## src/rtl/nand_phase_pkg.sv

```systemverilog
package nand_phase_pkg;

   localparam int OP_W   = 4;
   localparam int FLAG_W = 7;
   localparam int CODE_W = 16;

   typedef enum logic [OP_W-1:0] {
      OP_READ     = 4'd0,
      OP_READ_OOB = 4'd1,
      OP_RND_OUT  = 4'd2,
      OP_PROG     = 4'd3,
      OP_SEQ_IN   = 4'd4,
      OP_ERASE    = 4'd5,
      OP_READ_ID  = 4'd6,
      OP_STATUS   = 4'd7,
      OP_RESET    = 4'd8
   } nand_op_e;

   // Standard NAND device opcode bytes
   localparam logic [7:0] B_READ0     = 8'h00;
   localparam logic [7:0] B_READ_ST   = 8'h30;
   localparam logic [7:0] B_SPARE     = 8'h50;
   localparam logic [7:0] B_RND       = 8'h05;
   localparam logic [7:0] B_RND_ST    = 8'hE0;
   localparam logic [7:0] B_SEQ_IN    = 8'h80;
   localparam logic [7:0] B_PROG      = 8'h10;
   localparam logic [7:0] B_ERASE1    = 8'h60;
   localparam logic [7:0] B_ERASE2    = 8'hD0;
   localparam logic [7:0] B_ID        = 8'h90;
   localparam logic [7:0] B_STATUS    = 8'h70;
   localparam logic [7:0] B_RESET     = 8'hFF;
   localparam logic [7:0] B_NONE      = 8'h00;

endpackage

```

## src/rtl/nand_phase_map.sv

```systemverilog
module nand_phase_map
   import nand_phase_pkg::*;
#(
   parameter int CYC_W = 3
) (
   input  logic [OP_W-1:0]  op,
   input  logic             large_page,
   input  logic             bus_16,
   input  logic [CYC_W-1:0] rw_cnt,
   input  logic [CYC_W-1:0] er_cnt,
   output logic             cmd1,
   output logic             addr,
   output logic             cmd2,
   output logic             data,
   output logic             wdir,
   output logic             wide,
   output logic             big,
   output logic [CYC_W-1:0] cnt
);

   localparam logic [CYC_W-1:0] ONE_CYC = CYC_W'(1);

   always_comb begin
      cmd1 = 1'b1;
      addr = 1'b1;
      cmd2 = 1'b0;
      data = 1'b0;
      wdir = 1'b0;
      wide = 1'b0;
      big  = large_page;
      cnt  = '0;
      case (op)
         OP_ERASE: begin
            cmd2 = 1'b1;
            cnt  = er_cnt;
         end
         OP_READ, OP_READ_OOB, OP_RND_OUT: begin
            data = 1'b1;
            wide = bus_16;
            cnt  = rw_cnt;
         end
         OP_PROG: begin
            cmd2 = 1'b1;
            data = 1'b1;
            wdir = 1'b1;
            wide = bus_16;
            cnt  = rw_cnt;
         end
         OP_SEQ_IN: begin
            addr = 1'b0;
         end
         OP_READ_ID: begin
            big  = 1'b0;
            data = 1'b1;
            cnt  = ONE_CYC;
         end
         OP_STATUS, OP_RESET: begin
            big  = 1'b0;
            addr = 1'b0;
         end
         default: ;
      endcase
   end

endmodule

```

## src/rtl/nand_opcode_pair.sv

```systemverilog
module nand_opcode_pair
   import nand_phase_pkg::*;
(
   input  logic [OP_W-1:0]   op,
   input  logic              large_page,
   output logic [CODE_W-1:0] word
);

   logic [7:0] first_b;
   logic [7:0] second_b;

   always_comb begin
      first_b  = B_NONE;
      second_b = B_NONE;
      case (op)
         OP_READ: begin
            first_b  = B_READ0;
            second_b = large_page ? B_READ_ST : B_NONE;
         end
         OP_READ_OOB: begin
            first_b  = large_page ? B_READ0 : B_SPARE;
            second_b = large_page ? B_READ_ST : B_NONE;
         end
         OP_RND_OUT: begin
            first_b  = B_RND;
            second_b = large_page ? B_RND_ST : B_NONE;
         end
         OP_PROG: begin
            first_b  = B_SEQ_IN;
            second_b = B_PROG;
         end
         OP_SEQ_IN:  first_b = B_SEQ_IN;
         OP_ERASE: begin
            first_b  = B_ERASE1;
            second_b = B_ERASE2;
         end
         OP_READ_ID: first_b = B_ID;
         OP_STATUS:  first_b = B_STATUS;
         OP_RESET:   first_b = B_RESET;
         default: ;
      endcase
   end

   assign word = {second_b, first_b};

endmodule

```

## src/rtl/nand_phase_stage.sv

```systemverilog
module nand_phase_stage #(
   parameter int W = 8
) (
   input  logic         clk,
   input  logic         rst_n,
   input  logic         in_vld,
   input  logic [W-1:0] in_dat,
   output logic         out_vld,
   output logic [W-1:0] out_dat
);

   always_ff @(posedge clk) begin
      if (!rst_n) begin
         out_vld <= 1'b0;
         out_dat <= '0;
      end else begin
         out_vld <= in_vld;
         if (in_vld) out_dat <= in_dat;
      end
   end

endmodule

```

## src/rtl/nand_phase_decoder.sv

```systemverilog
module nand_phase_decoder
   import nand_phase_pkg::*;
#(
   parameter int CYC_W = 3,
   parameter int LAT   = 1
) (
   input  logic              clk,
   input  logic              rst_n,
   input  logic              op_valid,
   input  logic [OP_W-1:0]   op_code,
   input  logic              large_page,
   input  logic              bus_16,
   input  logic [CYC_W-1:0]  rw_cnt,
   input  logic [CYC_W-1:0]  er_cnt,
   output logic              out_valid,
   output logic              cmd1_en,
   output logic              addr_en,
   output logic              cmd2_en,
   output logic              data_en,
   output logic              write_dir,
   output logic              wide_data,
   output logic              big_page,
   output logic [CYC_W-1:0]  addr_cnt,
   output logic [CODE_W-1:0] cmd_word
);

   localparam int W = FLAG_W + CYC_W + CODE_W;

   if (CYC_W < 1 || CYC_W > 8) begin : g_bad_cyc
      $error("CYC_W must lie in 1..8");
   end
   if (LAT < 1 || LAT > 8) begin : g_bad_lat
      $error("LAT must lie in 1..8");
   end

   logic             f_cmd1, f_addr, f_cmd2, f_data, f_wdir, f_wide, f_big;
   logic [CYC_W-1:0] f_cnt;
   logic [CODE_W-1:0] f_word;

   nand_phase_map #(.CYC_W(CYC_W)) i_map (
      .op(op_code), .large_page(large_page), .bus_16(bus_16),
      .rw_cnt(rw_cnt), .er_cnt(er_cnt),
      .cmd1(f_cmd1), .addr(f_addr), .cmd2(f_cmd2), .data(f_data),
      .wdir(f_wdir), .wide(f_wide), .big(f_big), .cnt(f_cnt)
   );

   nand_opcode_pair i_pair (
      .op(op_code), .large_page(large_page), .word(f_word)
   );

   logic         pipe_vld [0:LAT];
   logic [W-1:0] pipe_dat [0:LAT];

   assign pipe_vld[0] = op_valid;
   assign pipe_dat[0] = {f_cmd1, f_addr, f_cmd2, f_data, f_wdir, f_wide,
                         f_big, f_cnt, f_word};

   for (genvar g = 0; g < LAT; g++) begin : g_stage
      nand_phase_stage #(.W(W)) i_stage (
         .clk(clk), .rst_n(rst_n),
         .in_vld(pipe_vld[g]), .in_dat(pipe_dat[g]),
         .out_vld(pipe_vld[g+1]), .out_dat(pipe_dat[g+1])
      );
   end

   assign out_valid = pipe_vld[LAT];
   assign {cmd1_en, addr_en, cmd2_en, data_en, write_dir, wide_data,
           big_page, addr_cnt, cmd_word} = pipe_dat[LAT];

   AST_CMD2_HAS_ADDR: assert property (@(posedge clk) disable iff (!rst_n)
      out_valid && cmd2_en |-> addr_en && cmd1_en);
   AST_WRITE_HAS_DATA: assert property (@(posedge clk) disable iff (!rst_n)
      out_valid && write_dir |-> data_en && cmd2_en);
   AST_WIDE_NEEDS_DATA: assert property (@(posedge clk) disable iff (!rst_n)
      out_valid && wide_data |-> data_en);
   AST_NO_ADDR_NO_CNT: assert property (@(posedge clk) disable iff (!rst_n)
      out_valid && !addr_en |-> addr_cnt == '0 && !data_en);
   AST_CMD1_ALWAYS: assert property (@(posedge clk) disable iff (!rst_n)
      out_valid |-> cmd1_en);
   AST_HOLD_IDLE: assert property (@(posedge clk) disable iff (!rst_n)
      !out_valid |-> $stable(cmd_word) && $stable(addr_cnt) && $stable(big_page));

endmodule

```

## config.mk

```make
export PLATFORM = sky130hd
export DESIGN_NAME = nand_phase_decoder
export DESIGN_NICKNAME = d
export VERILOG_FILES = /design/src/rtl/nand_phase_pkg.sv /design/src/rtl/nand_phase_map.sv /design/src/rtl/nand_opcode_pair.sv /design/src/rtl/nand_phase_stage.sv /design/src/rtl/nand_phase_decoder.sv
export SDC_FILE = /design/constraint.sdc
export NUM_CORES = 1
export LEC_CHECK = 0
export ABC_AREA = 0
export BUFFER_PORTS_ARGS = -buffer_cell sky130_fd_sc_hd__buf_2
export CAP_MARGIN = 20
export CORE_MARGIN = 2
export CORE_UTILIZATION = 40
export CTS_CLUSTER_DIAMETER = 40
export CTS_CLUSTER_SIZE = 10
export DETAILED_ROUTE_END_ITERATION = 16
export PLACE_DENSITY = 0.62
export SLEW_MARGIN = 40
export SYNTH_ARGS = -nofsm -noshare
export SYNTH_HDL_FRONTEND = slang
export SYNTH_HIERARCHICAL = 1
export SYNTH_SLANG_ARGS = --single-unit
```

## constraint.sdc

```tcl
create_clock -name clk -period 1.2 [get_ports clk]
set_clock_uncertainty 0.1 [all_clocks]
set_input_delay 0 -clock clk [delete_from_list [all_inputs] [get_ports clk]]
set_output_delay 0 -clock clk [all_outputs]
set_load 0.02 [all_outputs]
```

==> report_table.html, run 1 <==
<table>
<tr><th>Metric</th><th>Value</th></tr>
<tr><th colspan="2">Synthesis</th></tr>
<tr><td>Post-synthesis cell area</td><td>1470 µm²</td></tr>
<tr><td>Primary flip-flop cell chosen by synthesis mapping</td><td>dfxtp_1</td></tr>
<tr><td>Synth cell types</td><td>36</td></tr>
<tr><td>Post-synthesis register bit count</td><td>27</td></tr>
<tr><td>Cell count after synthesis</td><td>148</td></tr>
<tr><td>Number of flops mapped to enable cells by yosys</td><td>0</td></tr>
<tr><td>Syn Area/Cell</td><td>9.94 µm²</td></tr>
<tr><td>Share of the yosys chip area belonging to registers</td><td>0.367</td></tr>
<tr><td>Number of warnings issued by yosys</td><td>6</td></tr>
<tr><td>Asr flop ratio synth</td><td>0</td></tr>
<tr><th colspan="2">Layout</th></tr>
<tr><td>Register Area</td><td>541 µm²</td></tr>
<tr><td>Footprint of the multi-input gates</td><td>758 µm²</td></tr>
<tr><td>Area growth, synth to finish</td><td>18.5%</td></tr>
<tr><td>Fill cell count</td><td>363</td></tr>
<tr><td>Count of antenna diodes in the layout</td><td>0</td></tr>
<tr><td>Share of layout cells above drive strength 1</td><td>0.317</td></tr>
<tr><td>Final instance count without filler cells</td><td>237</td></tr>
<tr><td>Layout Nets</td><td>205</td></tr>
<tr><th colspan="2">Clock network</th></tr>
<tr><td>Resized cells post-CTS</td><td>0</td></tr>
<tr><td>Maximum level of the CTS H-tree</td><td>1</td></tr>
<tr><td>CTS buffer count</td><td>3</td></tr>
<tr><td>Library cell used as clock root buffer</td><td>clkbuf_8</td></tr>
<tr><td>Clock Sinks</td><td>27</td></tr>
<tr><td>Clock latency on the worst-skew pair</td><td>0.26 ns</td></tr>
<tr><td>Clock slew at the register clock pins of the worst setup and hold paths</td><td>0.09 ns</td></tr>
<tr><td>Deepest clock path buffer count</td><td>2</td></tr>
<tr><td>Count of hold-fix buffers inserted at cts</td><td>0</td></tr>
<tr><td>Clock tree from TritonCTS</td><td>done</td></tr>
<tr><td>Count of buffers added by post-CTS timing repair for setup</td><td>0</td></tr>
<tr><th colspan="2">Global routing</th></tr>
<tr><td>Via count of the first global-routing pass</td><td>1064</td></tr>
<tr><td>Wire length of the first global-routing pass</td><td>4730 µm</td></tr>
<tr><td>Largest net degree at the start of global routing</td><td>28</td></tr>
<tr><td>Number of antenna violations at the first check in global routing</td><td>0</td></tr>
<tr><td>Global-route congestion overflow total</td><td>0</td></tr>
<tr><td>Global-route usage over all layers</td><td>0.144</td></tr>
<tr><th colspan="2">Routing</th></tr>
<tr><td>Drc violations</td><td>0</td></tr>
<tr><td>Antenna viol nets, final</td><td>0</td></tr>
<tr><td>Via count</td><td>1103</td></tr>
<tr><td>Avg WL per Cell</td><td>11.6 µm</td></tr>
<tr><td>Number of design-rule violations left by the first detailed-router iteration</td><td>30</td></tr>
<tr><td>Per-cell via count in the routed design</td><td>4.65</td></tr>
<tr><td>Total length of routed wires</td><td>2740 µm</td></tr>
<tr><td>Number of detailed-routing iterations run before antenna repair</td><td>2</td></tr>
<tr><th colspan="2">Pwr</th></tr>
<tr><td>Power per standard cell area</td><td>1040 nW/µm²</td></tr>
<tr><td>Pleak</td><td>0.000837 µW</td></tr>
<tr><td>Final total power</td><td>1810 µW</td></tr>
<tr><td>Peak supply drop</td><td>500 µV</td></tr>
<tr><th colspan="2">Critical path</th></tr>
<tr><td>Register-to-Register Path Depth</td><td>2</td></tr>
<tr><td>Highest fanout seen on the critical path</td><td>6</td></tr>
<tr><td>Type of origin of the critical path</td><td>input port</td></tr>
<tr><td>Worst Path Class, Setup</td><td>input port to register</td></tr>
<tr><td>Arrival time reported for the critical path endpoint</td><td>1.05 ns</td></tr>
<tr><td>End of the worst register-to-register path</td><td>g_stage[0].i_stage/out_dat[15]</td></tr>
<tr><td>Register-to-register setup slack</td><td>0.49 ns</td></tr>
<tr><td>Critical path data required time</td><td>1.31 ns</td></tr>
<tr><td>Source of the worst register-to-register timing path</td><td>g_stage[0].i_stage/out_dat[15]</td></tr>
<tr><td>Type of destination of the critical path</td><td>register</td></tr>
<tr><th colspan="2">Floorplanning</th></tr>
<tr><td>Die X</td><td>64.7 µm</td></tr>
<tr><td>Die Y</td><td>64.7 µm</td></tr>
<tr><td>Count of boundary I/O pins</td><td>42</td></tr>
<tr><td>Core Footprint</td><td>3610 µm²</td></tr>
<tr><td>Starting utilization of the core area</td><td>0.408</td></tr>
<tr><td>Die footprint</td><td>4180 µm²</td></tr>
<tr><td>Row Count</td><td>22</td></tr>
<tr><th colspan="2">Min path</th></tr>
<tr><td>Terminating pin of the worst hold path</td><td>g_stage[0].i_stage/out_dat[17]</td></tr>
<tr><td>Hold_sp</td><td>rw_cnt[1]</td></tr>
<tr><td>Hold Path Cell Cnt</td><td>5</td></tr>
<tr><td>Tightest Hold Check Type</td><td>input port to register</td></tr>
<tr><th colspan="2">Outcome</th></tr>
<tr><td>Status</td><td>complete, no violations</td></tr>
<tr><th colspan="2">Timing</th></tr>
<tr><td>RSZ-0062 raised after global routing</td><td>false</td></tr>
<tr><td>Final Cycle Share</td><td>0.788</td></tr>
<tr><td>Setup TNS</td><td>0 ns</td></tr>
<tr><td>Hold Violations, Final</td><td>0</td></tr>
<tr><td>Hold_ws</td><td>0.0725 ns</td></tr>
<tr><td>Final max-slew violation count</td><td>0</td></tr>
<tr><td>Number of setup violations in the final report</td><td>0</td></tr>
<tr><td>Minimum clock period after layout</td><td>0.945 ns</td></tr>
<tr><td>Peak Freq</td><td>1.06 GHz</td></tr>
<tr><th colspan="2">Run</th></tr>
<tr><td>Maxcap violations</td><td>0</td></tr>
<tr><th colspan="2">Place</th></tr>
<tr><td>Placed insts</td><td>233</td></tr>
<tr><td>Placed wire-length estimate after detailed placement</td><td>2020 µm</td></tr>
<tr><td>Weighted congestion at the end of routability-driven global placement</td><td>0.764</td></tr>
<tr><td>PortBufs</td><td>41</td></tr>
</table>
==> power breakdown <==
group	internal (µW)	switching, µW	total, µW
Clock	237	260	497
Sequential	932	16.6	948
Combinational	174	192	366
==> worst max-delay path, cell delays in order <==
cell,delay [ns]
buf_2,0.11
buf_4,0.15
nor4b_4,0.39
a21oi_1,0.07
o21ai_0,0.11
mux2i_1,0.10
nor2b_1,0.10
==> cells in the mapped netlist, types with 2 or more instances <==
cell / instances / share of area
buf_2: 2 / 0.0068
dfxtp_1: 27 / 0.37
inv_1: 2 / 0.0051
nand2_1: 3 / 0.0077
a21oi_1: 6 / 0.020
buf_6: 4 / 0.031
nor2_1: 7 / 0.018
nand2b_1: 4 / 0.017
conb_1: 2 / 0.0051
xnor2_1: 3 / 0.018
nand3b_1: 2 / 0.010
clkbuf_1: 2 / 0.0051
buf_4: 8 / 0.041
buf_12: 2 / 0.027
nand4b_1: 2 / 0.012
nor3b_1: 2 / 0.010
mux2i_1: 26 / 0.18
nor2b_1: 26 / 0.11
==> per-layer routing <==
metal | global-route usage | vias up | part of all wire
met5 | 0 | - | 0
met1 | 0.182 | 510 | 0.48
met2 | 0.243 | 27 | 0.46
met3 | 0.0260 | 2 | 0.045
li1 | - | 564 | -
met4 | 0.0559 | 0 | 0.0055
==> registers in the layout, summed over array words and instances (netlist names) <==
name and flops:
g_stage.i_stage/out_dat 26, g_stage.i_stage/out_vld 1
==> worst max-delay path by stage <==
stage	from	endpoint	slack, ns
after global placement	op_code[0]	g_stage[0].i_stage/out_dat[19]	0.04
after CTS	op_code[1]	g_stage[0].i_stage/out_dat[4]	0.25
after detailed placement	op_code[0]	g_stage[0].i_stage/out_dat[4]	-0.04
after global routing	op_code[1]	g_stage[0].i_stage/out_dat[4]	0.15
final	op_code[1]	g_stage[0].i_stage/out_dat[4]	0.25
after floorplan	op_code[3]	g_stage[0].i_stage/out_dat[19]	0.11
==> kinds of logic after synthesis <==
logic type      synth area share
buf+inv                    0.125
simple gates               0.232
other cells              0.00510
compound gates            0.0697
mux                        0.177
xor+xnor                  0.0238
flops                      0.367
==> through the flow <==
stage,utilization,worst slack [ns],cell area [µm²]
6_report,0.484,0.255,1740
5_1_grt,0.484,0.154,1740
4_1_cts,0.484,0.246,1740
3_5_place_dp,0.471,-0.0416,1700
3_3_place_gp,0.471,0.0447,1700
2_1_floorplan,-,0.111,1480
==> layout make-up <==
class | count | share of cell area
Multi-Input combinational cell | 103 | 0.435
Sequential cell | 27 | 0.310
Timing Repair Buffer | 53 | 0.191
Tap cell | 48 | 0.0344
Clock buffer | 4 | 0.0258
Inverter | 2 | 0.00430
==> layout by cell type, fill, tap and decap left out, types with 2 or more instances in the layout <==
| cell type | instances |
|---|---|
| buf_2 | 41 |
| dfxtp_1 | 27 |
| mux2i_1 | 26 |
| nor2b_1 | 26 |
| buf_4 | 9 |
| nor2_1 | 7 |
| a21oi_1 | 6 |
| conb_1 | 5 |
| nand2b_1 | 4 |
| clkbuf_8 | 3 |
| buf_12 | 3 |
| nand2_1 | 3 |
| xnor2_1 | 3 |
| nor3b_1 | 2 |
| nand3b_1 | 2 |
| nand4b_1 | 2 |
| inv_1 | 2 |
Power figures use the tool's default switching activity.
==> inputs of run 2 (changes only) <==
==> constraint.sdc (replaced) <==
create_clock -name clk -period 0.9 [get_ports clk]
set_clock_uncertainty 0.1 [all_clocks]
set_input_delay 0 -clock clk [delete_from_list [all_inputs] [get_ports clk]]
set_output_delay 0 -clock clk [all_outputs]
set_load 0.02 [all_outputs]
==> run 2 against run 1 <==
Effect of this change: the run now ends with negative setup slack left; die area did not move; clock power is 33% higher; non-clock buffer count is 6 higher; core utilization increased by 4.0 points; critical path depth down 2; setup slack got worse by 0.26 ns; hold slack got worse by 0.036 ns; global-route usage fell by 0.14 points; count of clock-buffer cells in the layout stayed put; wire length down 0.66%; critical path type unchanged; critical endpoint is now g_stage[0].i_stage/out_dat[19]; highest routed layer unchanged.
==> report_table.html, run 2 (synthesis gave the netlist of run 1 again) <==
<table>
<tr><th>Metric</th><th>Value</th></tr>
<tr><th colspan="2">Critical path</th></tr>
<tr><td>Worst Path Class, Setup</td><td>input port to register</td></tr>
<tr><td>Highest fanout seen on the critical path</td><td>3 (-3)</td></tr>
<tr><td>Arrival time reported for the critical path endpoint</td><td>0.97 ns (-0.08 ns)</td></tr>
<tr><td>Type of destination of the critical path</td><td>register</td></tr>
<tr><td>Type of origin of the critical path</td><td>input port</td></tr>
<tr><td>Critical path data required time</td><td>0.96 ns (-0.35 ns)</td></tr>
<tr><th colspan="2">Pwr</th></tr>
<tr><td>Power per standard cell area</td><td>1310 nW/µm² (+26%)</td></tr>
<tr><td>Peak supply drop</td><td>939 µV (+88%)</td></tr>
<tr><td>Final total power</td><td>2470 µW (+37%)</td></tr>
<tr><td>Pleak</td><td>0.000881 µW (+5.2%)</td></tr>
<tr><th colspan="2">Global routing</th></tr>
<tr><td>Via count of the first global-routing pass</td><td>1132 (+6.4%)</td></tr>
<tr><td>Global-route usage over all layers</td><td>0.143 (-0.00136)</td></tr>
<tr><td>Wire length of the first global-routing pass</td><td>4790 µm (+1.3%)</td></tr>
<tr><td>Global-route congestion overflow total</td><td>0 (unchanged)</td></tr>
<tr><td>Number of antenna violations at the first check in global routing</td><td>0 (unchanged)</td></tr>
<tr><td>Largest net degree at the start of global routing</td><td>28 (unchanged)</td></tr>
<tr><th colspan="2">Timing</th></tr>
<tr><td>Final max-slew violation count</td><td>0 (unchanged)</td></tr>
<tr><td>Post-route worst setup slack</td><td>-0.00756 ns (-0.262 ns)</td></tr>
<tr><td>Number of setup violations in the final report</td><td>1 (+1)</td></tr>
<tr><td>Peak Freq</td><td>1.10 GHz</td></tr>
<tr><td>Setup TNS</td><td>-0.00756 ns (-0.00756 ns)</td></tr>
<tr><td>Minimum clock period after layout</td><td>0.908 ns</td></tr>
<tr><td>Hold Violations, Final</td><td>0 (unchanged)</td></tr>
<tr><td>RSZ-0062 raised after global routing</td><td>true</td></tr>
<tr><td>Final Cycle Share</td><td>1.01</td></tr>
<tr><th colspan="2">Layout</th></tr>
<tr><td>Layout Nets</td><td>211 (+2.9%)</td></tr>
<tr><td>Commonest non-fill, non-tap cells in the layout</td><td>buf_4, mux2i_1, nor2b_1, dfxtp_1, buf_2</td></tr>
<tr><td>Registers with the highest flip-flop counts</td><td>g_stage.i_stage/out_dat x26, g_stage.i_stage/out_vld x1</td></tr>
<tr><td>Final instance count without filler cells</td><td>243 (+2.5%)</td></tr>
<tr><td>Most common library cell in the layout ignoring fill and taps</td><td>buf_4</td></tr>
<tr><td>Number of flip-flops in the largest register</td><td>26 (unchanged)</td></tr>
<tr><td>Area growth, synth to finish</td><td>28.3%</td></tr>
<tr><td>Share of layout cells above drive strength 1</td><td>0.379 (+0.0620)</td></tr>
<tr><td>Count of antenna diodes in the layout</td><td>0 (unchanged)</td></tr>
<tr><td>Register with the most flip-flops</td><td>g_stage.i_stage/out_dat</td></tr>
<tr><th colspan="2">Routing</th></tr>
<tr><td>Antenna viol nets, final</td><td>0 (unchanged)</td></tr>
<tr><td>Wire length the detailed router placed on met1</td><td>1220 µm (-7.8%)</td></tr>
<tr><td>Number of design-rule violations left by the first detailed-router iteration</td><td>60 (+100%)</td></tr>
<tr><td>Drc violations</td><td>0 (unchanged)</td></tr>
<tr><td>Per-cell via count in the routed design</td><td>4.52 (-2.9%)</td></tr>
<tr><td>Met2 Routed Length</td><td>1370 µm (+7.5%)</td></tr>
<tr><td>Via count</td><td>1098 (-0.45%)</td></tr>
<tr><td>Number of detailed-routing iterations run before antenna repair</td><td>4 (+2)</td></tr>
<tr><td>Total length of routed wires</td><td>2720 µm (-0.66%)</td></tr>
<tr><td>Avg WL per Cell</td><td>11.2 µm (-3.1%)</td></tr>
<tr><td>Uppermost layer routed</td><td>met4</td></tr>
<tr><td>Wire length on met3</td><td>120 µm (-1.6%)</td></tr>
<tr><th colspan="2">Floorplanning</th></tr>
<tr><td>Core Footprint</td><td>3610 µm² (unchanged)</td></tr>
<tr><td>Row Count</td><td>22 (unchanged)</td></tr>
<tr><td>Die X</td><td>64.7 µm (unchanged)</td></tr>
<tr><td>Die Y</td><td>64.7 µm (unchanged)</td></tr>
<tr><td>Die footprint</td><td>4180 µm² (unchanged)</td></tr>
<tr><td>Count of boundary I/O pins</td><td>42 (unchanged)</td></tr>
<tr><td>Starting utilization of the core area</td><td>0.408 (unchanged)</td></tr>
<tr><th colspan="2">Place</th></tr>
<tr><td>Placed insts</td><td>236 (+1.3%)</td></tr>
<tr><td>PortBufs</td><td>41 (unchanged)</td></tr>
<tr><td>Placed wire-length estimate after detailed placement</td><td>2080 µm (+2.9%)</td></tr>
<tr><td>Worst setup slack after placement</td><td>-0.278 ns (-0.236 ns)</td></tr>
<tr><td>Weighted congestion at the end of routability-driven global placement</td><td>0.803 (+5.1%)</td></tr>
<tr><th colspan="2">Clock network</th></tr>
<tr><td>CTS buffer count</td><td>3 (unchanged)</td></tr>
<tr><td>Library cell used as clock root buffer</td><td>clkbuf_8</td></tr>
<tr><td>Clock slew at the register clock pins of the worst setup and hold paths</td><td>0.09 ns (about the same)</td></tr>
<tr><td>Maximum level of the CTS H-tree</td><td>1 (unchanged)</td></tr>
<tr><td>Deepest clock path buffer count</td><td>2 (unchanged)</td></tr>
<tr><td>Clock tree from TritonCTS</td><td>done</td></tr>
<tr><td>Clock latency on the worst-skew pair</td><td>0.26 ns (about the same)</td></tr>
<tr><td>Clock Sinks</td><td>27 (unchanged)</td></tr>
<tr><th colspan="2">Min path</th></tr>
<tr><td>Tightest Hold Check Type</td><td>input port to register</td></tr>
<tr><th colspan="2">Outcome</th></tr>
<tr><td>Status</td><td>finished, violations left</td></tr>
<tr><td>Violations in the final reports</td><td>negative setup slack</td></tr>
<tr><th colspan="2">Run</th></tr>
<tr><td>Maxcap violations</td><td>0 (unchanged)</td></tr>
</table>
run 2: changes by cell type in the layout (fill, tap and decap cells not counted):
| cell | previous run | this run |
|---|---|---|
| dfxtp_1 | 27 | 20 |
| o21ai_1 | 0 | 1 |
| buf_2 | 41 | 17 |
| o21ai_0 | 1 | 0 |
| a311oi_1 | 1 | 0 |
| buf_12 | 3 | 4 |
| dfxtp_2 | 0 | 7 |
| buf_4 | 9 | 36 |
| buf_8 | 0 | 1 |
| buf_6 | 0 | 1 |
| a311oi_2 | 0 | 1 |
run 2: layer usage:
metal	vias to the layer above	track usage
li1	578	-
met1	493	0.162
met2	25	0.266
met3	2	0.0278
met4	0	0.0479
met5	-	0
run 2: where the power goes:
group | switching [µW] | internal, µW
Clock | 346 | 316
Sequential | 24.3 | 1240
Combinational | 259 | 284
Total | 629 | 1840
run 2: repair_timing:
action                                 4_1_cts  5_1_grt
hold buffers                                 0        0
endpoints found under the hold margin        0        0
setup buffers                                0        3
resized for setup                            3       33
setup endpoints to repair                    2       31
pin swaps                                    0        4
run 2: critical path, stage by stage:
cell and delay (ns):
buf_4 0.13, or4b_1 0.52, o211a_1 0.12, mux2i_1 0.13, nor2b_1 0.06
run 2: cell type report:
cell class	instances	area [µm²]
Fill cell	343	1720
Multi-Input combinational cell	103	764
Sequential cell	27	549
Timing Repair Buffer	59	462
Tap cell	48	60.1
Clock buffer	4	45.0
Inverter	2	7.51
run 2: worst paths after layout:
kind,from,to,slack [ns],cells after the start
max,op_code[1],g_stage[0].i_stage/out_dat[19],-0.008,5
min,op_valid,g_stage[0].i_stage/out_dat[1],0.04,3
max reg2reg,g_stage[0].i_stage/out_dat[19],g_stage[0].i_stage/out_dat[19],0.17,2
min reg2reg,g_stage[0].i_stage/out_dat[8],g_stage[0].i_stage/out_dat[8],0.42,2
run 2: per-stage QoR:
stage	instance area, µm²	util	hold WS [ns]
6_report	1890	0.524	0.0364
2_1_floorplan	1510	-	0.0282
4_1_cts	1790	0.495	0.0321
5_1_grt	1890	0.524	0.0547
3_5_place_dp	1730	0.481	0.309
3_3_place_gp	1730	0.481	0.296
==> inputs of run 3 (changes only) <==
--- a/config.mk
+++ b/config.mk
@@ -8,12 +8,13 @@
 export ABC_AREA = 0
 export BUFFER_PORTS_ARGS = -buffer_cell sky130_fd_sc_hd__buf_2
 export CAP_MARGIN = 20
+export CORE_ASPECT_RATIO = 1.1
 export CORE_MARGIN = 2
-export CORE_UTILIZATION = 40
+export CORE_UTILIZATION = 52
 export CTS_CLUSTER_DIAMETER = 40
 export CTS_CLUSTER_SIZE = 10
 export DETAILED_ROUTE_END_ITERATION = 16
-export PLACE_DENSITY = 0.62
+export PLACE_DENSITY = 0.78
 export SLEW_MARGIN = 40
 export SYNTH_ARGS = -nofsm -noshare
 export SYNTH_HDL_FRONTEND = slang
==> run 3 against run 2 <==
Effect of this change: design area rose by 6.3%; the run ends with negative hold slack, negative setup slack left; maximum frequency up 0.34%; first-iteration DRC count shrank 78%; cell count decreased by 4.1%.
==> report_table.html, run 3 (synthesis gave the netlist of run 1 again) <==
<table>
<tr><th>Metric</th><th>Value</th></tr>
<tr><th colspan="2">Outcome</th></tr>
<tr><td>Status</td><td>finished, violations left</td></tr>
<tr><td>Violations in the final reports</td><td>negative hold slack, negative setup slack</td></tr>
<tr><th colspan="2">Floorplanning</th></tr>
<tr><td>Count of boundary I/O pins</td><td>42 (unchanged)</td></tr>
<tr><td>Die Y</td><td>59.8 µm (-7.5%)</td></tr>
<tr><td>Die footprint</td><td>3270 µm² (-22%)</td></tr>
<tr><td>Core Footprint</td><td>2730 µm² (-24%)</td></tr>
<tr><td>Die X</td><td>54.7 µm (-15%)</td></tr>
<tr><td>Starting utilization of the core area</td><td>0.539 (+0.131)</td></tr>
<tr><td>Row Count</td><td>20 (-9.1%)</td></tr>
<tr><th colspan="2">Clock network</th></tr>
<tr><td>Clock latency on the worst-skew pair</td><td>0.31 ns (+0.05 ns)</td></tr>
<tr><td>Clock slew at the register clock pins of the worst setup and hold paths</td><td>0.13 ns (+0.04 ns)</td></tr>
<tr><td>CTS buffer count</td><td>3 (unchanged)</td></tr>
<tr><td>Maximum level of the CTS H-tree</td><td>1 (unchanged)</td></tr>
<tr><td>Count of hold-fix buffers inserted at cts</td><td>2 (+2)</td></tr>
<tr><td>Library cell used as clock root buffer</td><td>clkbuf_4</td></tr>
<tr><td>Clock tree from TritonCTS</td><td>done</td></tr>
<tr><td>Clock Sinks</td><td>27 (unchanged)</td></tr>
<tr><td>Deepest clock path buffer count</td><td>2 (unchanged)</td></tr>
<tr><th colspan="2">Layout</th></tr>
<tr><td>Count of antenna diodes in the layout</td><td>0 (unchanged)</td></tr>
<tr><td>Share of layout cells above drive strength 1</td><td>0.485 (+0.106)</td></tr>
<tr><td>Layout Nets</td><td>216 (+2.4%)</td></tr>
<tr><td>Final instance count without filler cells</td><td>233 (-4.1%)</td></tr>
<tr><td>Commonest non-fill, non-tap cells in the layout</td><td>dfxtp_2, buf_6, mux2i_1, nor2b_1, buf_4</td></tr>
<tr><td>Area growth, synth to finish</td><td>36.4%</td></tr>
<tr><td>Number of flip-flops in the largest register</td><td>26 (unchanged)</td></tr>
<tr><td>Register with the most flip-flops</td><td>g_stage.i_stage/out_dat</td></tr>
<tr><td>Post-Route Utilization</td><td>0.736 (+0.212)</td></tr>
<tr><td>Registers with the highest flip-flop counts</td><td>g_stage.i_stage/out_dat x26, g_stage.i_stage/out_vld x1</td></tr>
<tr><th colspan="2">Timing</th></tr>
<tr><td>Peak Freq</td><td>1.11 GHz (+0.34%)</td></tr>
<tr><td>Hold Violations, Final</td><td>2 (+2)</td></tr>
<tr><td>Final Cycle Share</td><td>1.00 (-0.00345)</td></tr>
<tr><td>Minimum clock period after layout</td><td>0.904 ns (-0.00310 ns)</td></tr>
<tr><td>RSZ-0062 raised after global routing</td><td>true</td></tr>
<tr><td>Number of setup violations in the final report</td><td>1 (unchanged)</td></tr>
<tr><td>Post-route worst setup slack</td><td>-0.00446 ns (+0.00310 ns)</td></tr>
<tr><td>Hold_ws</td><td>-0.0262 ns (-0.0626 ns)</td></tr>
<tr><td>Final max-slew violation count</td><td>0 (unchanged)</td></tr>
<tr><th colspan="2">Critical path</th></tr>
<tr><td>Type of origin of the critical path</td><td>register</td></tr>
<tr><td>Worst Path Class, Setup</td><td>register to output pin</td></tr>
<tr><td>Highest fanout seen on the critical path</td><td>2 (-1)</td></tr>
<tr><td>Kind of cell adding the most delay to the critical path</td><td>flip-flops</td></tr>
<tr><td>Critical path's slowest cell</td><td>dfxtp_2</td></tr>
<tr><td>CP Cell Sequence</td><td>buf_6</td></tr>
<tr><td>CP peak stage delay</td><td>0.37 ns (-0.15 ns)</td></tr>
<tr><td>Buffers &amp; Inverters on Critical Path</td><td>1 (unchanged)</td></tr>
<tr><td>Critical path data required time</td><td>0.80 ns (-0.16 ns)</td></tr>
<tr><td>Type of destination of the critical path</td><td>output pin</td></tr>
<tr><td>Arrival time reported for the critical path endpoint</td><td>0.80 ns (-0.17 ns)</td></tr>
<tr><th colspan="2">Routing</th></tr>
<tr><td>Per-cell via count in the routed design</td><td>4.97 (+10%)</td></tr>
<tr><td>Drc violations</td><td>0 (unchanged)</td></tr>
<tr><td>Number of detailed-routing iterations run before antenna repair</td><td>4 (unchanged)</td></tr>
<tr><td>Antenna viol nets, final</td><td>0 (unchanged)</td></tr>
<tr><td>Number of design-rule violations left by the first detailed-router iteration</td><td>13 (-78%)</td></tr>
<tr><td>Total length of routed wires</td><td>3010 µm (+11%)</td></tr>
<tr><td>Via count</td><td>1159 (+5.6%)</td></tr>
<tr><td>Avg WL per Cell</td><td>12.9 µm (+15%)</td></tr>
<tr><th colspan="2">Global routing</th></tr>
<tr><td>Number of antenna violations at the first check in global routing</td><td>0 (unchanged)</td></tr>
<tr><td>Global-route usage over all layers</td><td>0.203 (+0.0598)</td></tr>
<tr><td>Global-route congestion overflow total</td><td>0 (unchanged)</td></tr>
<tr><td>Wire length of the first global-routing pass</td><td>4840 µm (+1.0%)</td></tr>
<tr><td>Largest net degree at the start of global routing</td><td>28 (unchanged)</td></tr>
<tr><td>Via count of the first global-routing pass</td><td>1126 (-0.53%)</td></tr>
<tr><th colspan="2">Place</th></tr>
<tr><td>Weighted congestion at the end of routability-driven global placement</td><td>0.832 (+3.6%)</td></tr>
<tr><td>PortBufs</td><td>41 (unchanged)</td></tr>
<tr><td>Placed insts</td><td>221 (-6.4%)</td></tr>
<tr><td>Placed wire-length estimate after detailed placement</td><td>2210 µm (+6.2%)</td></tr>
<tr><td>Worst setup slack after placement</td><td>-0.276 ns (+0.00207 ns)</td></tr>
<tr><th colspan="2">Pwr</th></tr>
<tr><td>Final total power</td><td>2370 µW (-4.1%)</td></tr>
<tr><td>Pleak</td><td>0.000922 µW (+4.7%)</td></tr>
<tr><td>Peak supply drop</td><td>1100 µV (+18%)</td></tr>
<tr><td>Power per standard cell area</td><td>1180 nW/µm² (-9.8%)</td></tr>
<tr><th colspan="2">Min path</th></tr>
<tr><td>Tightest Hold Check Type</td><td>input port to register</td></tr>
<tr><th colspan="2">Run</th></tr>
<tr><td>Maxcap violations</td><td>0 (unchanged)</td></tr>
</table>
run 3: path summary, 6_finish.rpt:
kind                                                      from                             end  slack [ns]  cells past startpoint
worst max register to register   g_stage[0].i_stage/out_dat[3]   g_stage[0].i_stage/out_dat[3]        0.04                      3
worst max-delay path            g_stage[0].i_stage/out_dat[25]                         cmd1_en      -0.004                      1
worst min-delay path                                  op_valid   g_stage[0].i_stage/out_dat[1]       -0.03                      3
worst min register to register  g_stage[0].i_stage/out_dat[10]  g_stage[0].i_stage/out_dat[10]        0.43                      2
run 3: power breakdown:
part	internal, µW	total (µW)	switching [µW]
Sequential	1250	1290	33.2
Clock	173	503	330
Combinational	314	584	270
Total	1740	2370	633
run 3: per-layer routing:
metal  track usage  vias to the layer above  wire length (µm)
met1         0.235                      540              1240
met2         0.367                       29              1620
met5             0                        -                 0
met4        0.0750                        0                36
met3        0.0250                        4               121
li1              -                      586                 -
run 3: timing repair:
| action | CTS | global route |
|---|---|---|
| resized for setup | 78 | 5 |
| pin swaps | 0 | 0 |
| hold endpoints to repair | 14 | 2 |
| setup buffers | 7 | 0 |
| endpoints found under the setup margin | 26 | 48 |
run 3: through the flow:
stage | TNS, ns | instance area (µm²) | hold WS, ns
after global routing | -0.695 | 2010 | -0.0325
after detailed placement | -3.46 | 1700 | 0.314
final | -0.00446 | 2010 | -0.0262
after floorplan | -0.274 | 1510 | 0.0282
after global placement | -2.86 | 1700 | 0.295
after CTS | -0.0772 | 2000 | -0.0372
run 3: area by class of cell:
type,count,area [µm²]
tap,33,41.3
multi-input combinational,103,763
sequential,27,574
fill,191,721
timing repair buffer,64,594
clock buffer,4,26.3
inverter,2,7.51
